<file path="config.mk">
export PLATFORM = sky130hd
export DESIGN_NAME = nest_irq_ctrl
export DESIGN_NICKNAME = d
export VERILOG_FILES = /design/src/rtl/nest_irq_pkg.sv /design/src/rtl/irq_cfg_regs.sv /design/src/rtl/irq_tier_pick.sv /design/src/rtl/irq_nest_track.sv /design/src/rtl/nest_irq_ctrl.sv
export SDC_FILE = /design/constraint.sdc
export NUM_CORES = 1
export LEC_CHECK = 0
export BUFFER_PORTS_ARGS = -buffer_cell sky130_fd_sc_hd__buf_2
export CAP_MARGIN = 20
export CORE_MARGIN = 10
export CORE_UTILIZATION = 50
export CTS_CLUSTER_DIAMETER = 50
export DETAILED_ROUTE_END_ITERATION = 16
export PLACE_DENSITY = 0.73
export SLEW_MARGIN = 15
export SYNTH_ARGS = -nofsm -noshare
export SYNTH_HDL_FRONTEND = slang
export SYNTH_SLANG_ARGS = --single-unit
export TNS_END_PERCENT = 100
</file>
<file path="constraint.sdc">
create_clock -name clk -period 2.7 [get_ports clk]
set_input_delay 0 -clock clk [delete_from_list [all_inputs] [get_ports clk]]
set_output_delay 0 -clock clk [all_outputs]
set_load 0.01 [all_outputs]
</file>
<file path="src/rtl/nest_irq_pkg.sv">
package nest_irq_pkg;
    localparam int NUM_SRC  = 12;
    localparam int VEC_W    = $clog2(NUM_SRC);
    localparam int NUM_TIER = 3;
    localparam int TIER_W   = $clog2(NUM_TIER);
    localparam int DATA_W   = 8;
    localparam int ADDR_W   = 2;

    localparam logic [TIER_W-1:0] TIER_LOW  = 2'd0;
    localparam logic [TIER_W-1:0] TIER_HIGH = 2'd1;
    localparam logic [TIER_W-1:0] TIER_TOP  = 2'd2;

    localparam logic [ADDR_W-1:0] ADDR_EN  = 2'd0;
    localparam logic [ADDR_W-1:0] ADDR_PRI = 2'd1;
    localparam logic [ADDR_W-1:0] ADDR_SEC = 2'd2;

    localparam logic [DATA_W-1:0] EN_RST  = 8'h00;
    localparam logic [DATA_W-1:0] PRI_RST = 8'h00;
    localparam logic [DATA_W-1:0] SEC_RST = 8'hA0;

    typedef struct packed {
        logic              req;
        logic [VEC_W-1:0]  vec;
        logic [TIER_W-1:0] tier;
    } present_t;
endpackage

</file>
<file path="src/rtl/irq_cfg_regs.sv">
module irq_cfg_regs
    import nest_irq_pkg::*;
(
    input  logic              clk,
    input  logic              rst_n,
    input  logic              we,
    input  logic [ADDR_W-1:0] addr,
    input  logic [DATA_W-1:0] wdata,
    output logic [DATA_W-1:0] rdata,
    output logic [NUM_SRC-1:0] src_en,
    output logic [NUM_SRC-1:0] src_high
);
    localparam int BASE_CNT = 7;
    localparam int SEC_CNT  = NUM_SRC - 1 - BASE_CNT;

    typedef struct packed {
        logic [DATA_W-1:0]   en;
        logic [BASE_CNT-1:0] pri;
        logic [DATA_W-1:0]   sec;
    } cfg_t;

    cfg_t cfg_d, cfg_q;

    always_comb begin
        cfg_d = cfg_q;
        if (we) begin
            case (addr)
                ADDR_EN:  cfg_d.en  = wdata;
                ADDR_PRI: cfg_d.pri = wdata[BASE_CNT-1:0];
                ADDR_SEC: cfg_d.sec = wdata;
                default:  ;
            endcase
        end
    end

    always_ff @(posedge clk or negedge rst_n) begin
        if (!rst_n) begin
            cfg_q.en  <= EN_RST;
            cfg_q.pri <= PRI_RST[BASE_CNT-1:0];
            cfg_q.sec <= SEC_RST;
        end else begin
            cfg_q <= cfg_d;
        end
    end

    always_comb begin
        case (addr)
            ADDR_EN:  rdata = cfg_q.en;
            ADDR_PRI: rdata = {1'b0, cfg_q.pri};
            ADDR_SEC: rdata = cfg_q.sec;
            default:  rdata = '0;
        endcase
    end

    logic glb;
    assign glb = cfg_q.en[DATA_W-1];

    // Source 0 is the supply monitor: always enabled, never gated.
    assign src_en[0]   = 1'b1;
    assign src_high[0] = 1'b0;

    for (genvar i = 0; i < BASE_CNT; i++) begin : g_base
        assign src_en[i+1]   = glb & cfg_q.en[i];
        assign src_high[i+1] = cfg_q.pri[i];
    end

    for (genvar j = 0; j < SEC_CNT; j++) begin : g_sec
        assign src_en[BASE_CNT+1+j]   = glb & cfg_q.sec[j];
        assign src_high[BASE_CNT+1+j] = cfg_q.sec[SEC_CNT+j];
    end
endmodule

</file>
<file path="src/rtl/irq_tier_pick.sv">
module irq_tier_pick
    import nest_irq_pkg::*;
(
    input  logic [NUM_SRC-1:0] pend,
    input  logic [NUM_SRC-1:0] src_en,
    input  logic [NUM_SRC-1:0] src_high,
    output logic               win_valid,
    output logic [VEC_W-1:0]   win_idx,
    output logic [TIER_W-1:0]  win_tier
);
    logic [NUM_SRC-1:0] elig;
    logic [NUM_SRC-1:0] tier_mask [NUM_TIER];
    logic [NUM_TIER-1:0] tier_any;
    logic [VEC_W-1:0]   tier_idx [NUM_TIER];

    assign elig = pend & src_en;

    always_comb begin
        tier_mask[TIER_TOP]  = '0;
        tier_mask[TIER_TOP][0] = elig[0];
        tier_mask[TIER_HIGH] = elig & src_high & ~NUM_SRC'(1);
        tier_mask[TIER_LOW]  = elig & ~src_high & ~NUM_SRC'(1);
    end

    // One lowest-index finder per tier.
    for (genvar t = 0; t < NUM_TIER; t++) begin : g_tier
        always_comb begin
            tier_any[t] = 1'b0;
            tier_idx[t] = '0;
            for (int i = NUM_SRC - 1; i >= 0; i--) begin
                if (tier_mask[t][i]) begin
                    tier_any[t] = 1'b1;
                    tier_idx[t] = VEC_W'(i);
                end
            end
        end
    end

    always_comb begin
        win_valid = 1'b0;
        win_idx   = '0;
        win_tier  = TIER_LOW;
        for (int t = 0; t < NUM_TIER; t++) begin
            if (tier_any[t]) begin
                win_valid = 1'b1;
                win_idx   = tier_idx[t];
                win_tier  = TIER_W'(t);
            end
        end
    end
endmodule

</file>
<file path="src/rtl/irq_nest_track.sv">
module irq_nest_track
    import nest_irq_pkg::*;
(
    input  logic                clk,
    input  logic                rst_n,
    input  logic                ack_fire,
    input  logic [TIER_W-1:0]   ack_tier,
    input  logic                reti,
    output logic [NUM_TIER-1:0] in_service,
    output logic [TIER_W:0]     active_lvl
);
    typedef struct packed {
        logic [NUM_TIER-1:0] isr;
    } track_t;

    track_t trk_d, trk_q;
    logic [NUM_TIER-1:0] after_ret;

    always_comb begin
        after_ret = trk_q.isr;
        if (reti) begin
            for (int t = 0; t < NUM_TIER; t++) begin
                if (trk_q.isr[t]) after_ret = trk_q.isr & ~(NUM_TIER'(1) << t);
            end
        end
        trk_d.isr = after_ret;
        if (ack_fire) trk_d.isr[ack_tier] = 1'b1;
    end

    always_ff @(posedge clk or negedge rst_n) begin
        if (!rst_n) trk_q <= '0;
        else        trk_q <= trk_d;
    end

    // 0 = idle, t+1 = tier t is the highest in service.
    always_comb begin
        active_lvl = '0;
        for (int t = 0; t < NUM_TIER; t++) begin
            if (trk_q.isr[t]) active_lvl = (TIER_W+1)'(t + 1);
        end
    end

    assign in_service = trk_q.isr;
endmodule

</file>
<file path="src/rtl/nest_irq_ctrl.sv">
module nest_irq_ctrl
    import nest_irq_pkg::*;
(
    input  logic               clk,
    input  logic               rst_n,
    input  logic [11:0]        src_pend,
    input  logic               reg_we,
    input  logic [1:0]         reg_addr,
    input  logic [7:0]         reg_wdata,
    output logic [7:0]         reg_rdata,
    input  logic               irq_ack,
    input  logic               irq_reti,
    output logic               irq_req,
    output logic [3:0]         irq_vec,
    output logic [1:0]         irq_tier,
    output logic [2:0]         in_service
);
    logic [NUM_SRC-1:0] src_en, src_high;
    logic               win_valid;
    logic [VEC_W-1:0]   win_idx;
    logic [TIER_W-1:0]  win_tier;
    logic [TIER_W:0]    active_lvl;
    logic               ack_fire;

    present_t pr_d, pr_q;

    irq_cfg_regs u_cfg (
        .clk      (clk),
        .rst_n    (rst_n),
        .we       (reg_we),
        .addr     (reg_addr),
        .wdata    (reg_wdata),
        .rdata    (reg_rdata),
        .src_en   (src_en),
        .src_high (src_high)
    );

    irq_tier_pick u_pick (
        .pend      (src_pend),
        .src_en    (src_en),
        .src_high  (src_high),
        .win_valid (win_valid),
        .win_idx   (win_idx),
        .win_tier  (win_tier)
    );

    assign ack_fire = irq_ack & pr_q.req;

    irq_nest_track u_trk (
        .clk        (clk),
        .rst_n      (rst_n),
        .ack_fire   (ack_fire),
        .ack_tier   (pr_q.tier),
        .reti       (irq_reti),
        .in_service (in_service),
        .active_lvl (active_lvl)
    );

    always_comb begin
        pr_d = pr_q;
        if (pr_q.req) begin
            if (irq_ack) pr_d.req = 1'b0;
        end else if (win_valid && ({1'b0, win_tier} + 1'b1 > active_lvl)) begin
            pr_d.req  = 1'b1;
            pr_d.vec  = win_idx;
            pr_d.tier = win_tier;
        end
    end

    always_ff @(posedge clk or negedge rst_n) begin
        if (!rst_n) pr_q <= '0;
        else        pr_q <= pr_d;
    end

    assign irq_req  = pr_q.req;
    assign irq_vec  = pr_q.vec;
    assign irq_tier = pr_q.tier;
endmodule

</file>
---- After elaboration in Yosys (flattened, before gate mapping) ----
Index checks and enable logic that the tools add are counted.
word-level totals
  register bits after elaboration ......... 33
  input port bits ......................... 27
  output and inout port bits .............. 18
  word-level logic and storage cells ...... 104
operators by class
  add/sub/neg operators ................... 1
  order comparisons ....................... 3
  eq/ne operators ......................... 2
  mux-type cells .......................... 66
  bitwise gates (word level) .............. 18
  reductions and logical operators ........ 7
operator list
  operator             count
  $mux 4               25
  $and 12x12->12       3
  $mux 1               32
  $pmux 8 s3           1
  $and 1x1->1          12
  $not 12->12          1
  $mux 2               4
  $reduce_and 2->1     4
  $mux 7               1
  $mux 3               2
  $add 2x1->3 const B  1
  $gt 3x3->1           1
  $lt 2x3->1 const B   1
  $or 3x3->3           1
  $demux 1 s2          1
  $eq 2x1->1 const B   1
  $eq 2x2->1 const B   1
  $ge 2x1->1 const B   1
  $logic_and 1x1->1    2
  $logic_not 2->1      1
  $not 1->1            1

---- Depth between registers and ports, before layout ----
  depth after elaboration ................. 21
  gate-level depth with buffers ........... 12
  depth with buffers taken out ............ 10

---- Hierarchy ----
A second synthesis with hierarchy kept.
unflattened totals
  cell total of the unflattened synthesis .. 207
  area total of the unflattened synthesis .. 2,249.7 um2
modules (own cells, without submodules)
  module          instances  cells an instance  area each (um2)  sequential area each (um2)
  irq_cfg_regs    1          96                 1,229.9          578.1
  irq_tier_pick   1          68                 504.2            0.0
  nest_irq_ctrl   1          27                 364.1            175.2
  irq_nest_track  1          16                 151.4            75.1

---- Least setup slack after synthesis ----
Ideal clock, no wire load.
  path kind ............................... register -> register
  start point ............................. reg u_cfg.cfg_q[22] (netlist bit)
  end point ............................... reg pr_q (netlist bit irq_vec[2])
  library setup time ...................... 125 ps
  data arrival time ....................... 2,375 ps
  required time ........................... 2,575 ps
  slack ................................... 200 ps
  stages on the path, launching flop included .. 12
  path buffers ............................ 2
  cells stage by stage .................... dfrtp_1 > buf_6 > buf_8 > nand4_1 > nand2_2 > nor4_4 > inv_1 > ha_1 > a21oi_1 > o21ai_0 > a21oi_2 > mux2_4
between the ends
  cells in the longest elaborated chain, start to end .. 20
  elaborated cells between the ends (all ways) .. 68
  classes of those cells .................. add/sub: 1; order compare: 1; mux: 50; bitwise: 14; reduce/logical: 2
RTL lines
  what                               line                 text
  start, declared                    irq_cfg_regs.sv:22   cfg_t cfg_d, cfg_q;
  start signal, assigned             irq_cfg_regs.sv:42   cfg_q <= cfg_d;
  $and 1x1->1                        irq_cfg_regs.sv:68   assign src_en[BASE_CNT+1+j] = glb & cfg_q.sec[j];
  $and 12x12->12 (*)                 irq_tier_pick.sv:16  assign elig = pend & src_en;
  $and 12x12->12                     irq_tier_pick.sv:21  tier_mask[TIER_HIGH] = elig & src_high & ~NUM_SRC'(1);
  $mux 1 (11 in a row)               irq_tier_pick.sv:31  if (tier_mask[t][i]) begin
  $mux 1                             irq_tier_pick.sv:44  if (tier_any[t]) begin
  $mux 2                             irq_tier_pick.sv:44
  $add 2x1->3                        nest_irq_ctrl.sv:63  end else if (win_valid && ({1'b0, win_tier} + 1'b1 > active_lvl)) begin
  $gt 3x3->1                         nest_irq_ctrl.sv:63
  $logic_and 1x1->1                  nest_irq_ctrl.sv:63
  $reduce_and 2->1 (no source line)  -
  end signal, assigned               nest_irq_ctrl.sv:72  else pr_q <= pr_d;
  end, declared                      nest_irq_ctrl.sv:25  present_t pr_d, pr_q;
Mark *: on every way between the ends. The rest lies on a longest branch, timed or not.
A chain may end at the register's enable or synchronous reset.

---- Worst setup path after layout ----
  start point ............................. reg u_cfg.cfg_q[22] (netlist bit)
  end point ............................... reg pr_q (netlist bit irq_vec[3])
Same word-level chain as after synthesis.

==> metrics.cfg <==
[run_status]
outcome = finished clean

[die]
initial_core_util_pct = 53.3
rows = 22
core_area_um2 = 3770
die_x_um = 83.4
io_pins = 45
die-area_um2 = 6960
die_y_um = 83.4

[grt]
grt_pass1_vias = 1814
grt_usage_pct = 15.1
grt_overflow_total = 0
grt_antenna_before_repair = 0
grt_max_degree = 34
grt_pass1_wl_mm = 8.83

[worst_setup_path]
path_delay_family = simple AND/OR/NAND/NOR gates
critPathMostFrequentCell = nand4_1
cp-start-kind = register
crit_slowest_cell = dfrtp_2
max_stage_delay_ns = 0.44
crit_chain = buf_4 > nand4_1 > nand4_1 > nor4_4 > inv_1 > ha_1 > a21oi_2 > o21ai_2 > a21oi_4 > mux2_4
cp.arrival_ns = 2.72
critPathCaptureType = register
path_class = register to register
path_buf_inv = 2
critPathRequiredTime_ns = 2.87
cp_max_fo = 8
reg2reg_slack_ns = 0.15

[timing]
period_minus_slack_ns = 2.55
drv_slew = 0
finalClockSkew_ns = 0.00554
fin_crit_sh_pct = 94.4
fmax_mhz = 392
tightestPinTransition_ns = 0.789
relSlewSlack_pct = 47.1
setup_viol = 0
tns_ns = 0
finalHoldViolCount = 0

[job]
cap_violations = 0

[clock_tree]
path_clk_slew_ns = 0.06
root_buffer = clkbuf_8
cts_max_path_buffers = 2
cts_max_level = 2
cts_sinks = 33
cts_inserted_buffers = 5
cts_tree = yes
clock_latency_ns = 0.29

[finish]
final_cell_mix = buf_2 (44), dfrtp_1 (30), mux2_2 (23)
final_layout_size_suffix_gt1_share_pct = 40.5
utilization_pct = 68.0
nNetsFinal = 290
layout_commonest_cell = buf_2
area_growth_pct = 27.6
fillers = 319
antenna_cells = 0
instances_no_fill = 310

[routing]
wirelength_mm = 5.24
wire_per_inst_um = 16.9
dr.pass1.iters = 4
drt_iter0_drc = 104
antenna_left = 0
num_vias = 1784
post-route-drc-count = 0
vias_per_cell = 5.75

[synthesis]
syn-num-nets = 221
synth_cells = 192
synth_top_area_share_pct = 38.6
ys_top_cells_by_area = dfrtp_1 (39%), mux2_2 (13%), nand4b_1 (4.4%)
async_flop_share_pct = 100
ys_types = 44
syn_area_per_cell_um2 = 10.5
synth_edf_count = 0
synthFlopType = dfrtp_1
synth-seq-cells = 33
yosys_warnings = 0
syn_area_um2 = 2010
ys_seq_area_share_pct = 41.2
yosys.area.top_type = dfrtp_1

[min_path]
hp-class = input pin to register

[pwr]
p_per_area_nw_per_um2 = 751
vdd_drop_max_mv = 0.418
p_leak_nw = 1.22

[place]
place_inst = 287
io_buffer_count = 44
hpwlAfterDp_mm = 3.99
gp_congestion = 0.966

[state kept, by name, summed over array words and instances (netlist names)]
name	count
u_trk.in_service	3
irq_req	1
u_cfg.cfg_q	12
u_cfg.src_high	11
irq_tier	2
irq_vec	4
[report_power, final]
part	internal [mW]	switching, mW	leakage (nW)
clock	0.208	0.173	0.0455
combinational	0.392	0.407	0.781
sequential	0.626	0.120	0.399
total	1.23	0.699	1.22
[tightest hold or removal path, cell delays in order]
cell	delay (ns)
buf_2	0.11
nand4b_2	0.14
a21oi_1	0.09
nand3_1	0.08
nand3_1	0.08
[metrics by stage]
step / hold WS, ns / power, mW / area [um^2] / setup WS, ns
finish: 0.266 / 1.93 / 2560 / 0.152
global route: 0.277 / 2.06 / 2560 / -0.0121
CTS: 0.256 / 1.87 / 2520 / 0.0425
detailed placement: 0.102 / 1.47 / 2310 / 0.0638
global placement: 0.100 / 1.45 / 2310 / 0.148
floorplan: -0.296 / 1.22 / 2010 / 0.200
[worst paths after layout]
path | start | end | cells after the start
setup / recovery | u_cfg.cfg_q[22] | irq_vec[3] | 10
hold / removal | src_pend[1] | irq_vec[0] | 5
setup reg to reg | u_cfg.cfg_q[22] | irq_vec[3] | 10
hold reg to reg | irq_tier[0] | u_trk.in_service[0] | 1
max in group asynchronous | rst_n | u_cfg.cfg_q[22] | 2
min in group asynchronous | rst_n | u_trk.in_service[2] | 2
[synthesized netlist by cell type (3+ instances only)]
cell type / instances
a21oi_1: 4
dfrtp_1: 31
inv_1: 8
mux2_2: 23
mux2i_1: 8
nand2_1: 19
nand3_1: 8
nand4_1: 12
nand4_2: 3
nand4b_1: 10
nor2_1: 7
nor2b_1: 3
o21ai_0: 15
[kinds of logic (layout without fill, tap and decap cells)]
group / after synthesis / after routing / synth area share [%]
AND/OR/NAND/NOR: 74 / 74 / 23.8
AO/OA/AOI/OAI: 36 / 36 / 11.4
multiplexers: 33 / 33 / 18.4
flip-flops: 33 / 33 / 41.2
buffers and inverters: 14 / 84 / 3.98
adder cells (fa/ha/maj): 2 / 2 / 1.24
[area by class of cell]
| class | instances | area (um^2) | area share, % |
|---|---|---|---|
| clock buffers | 8 | 90.1 | 3.51 |
| inverters | 8 | 30.0 | 1.17 |
| multi-input cells | 145 | 1120 | 43.9 |
| flip-flops and latches | 33 | 830 | 32.3 |
| well taps | 48 | 60.1 | 2.34 |
| repair buffers | 68 | 430 | 16.8 |
[layer usage]
metal	up-vias	share of wire (%)	track usage, %
li1	864	-	-
met1	863	46	18.7
met2	50	47	23.8
met3	7	6.5	5.76
met4	0	0.88	4.54
met5	-	0	0
[timing repair]
action	in CTS	in global routing
endpoints found under the setup margin	0	7
resized for setup	0	7
hold buffers	12	0
hold endpoints to repair	57	0
buffers inserted	0	3
(Power assumes the default switching activity.)
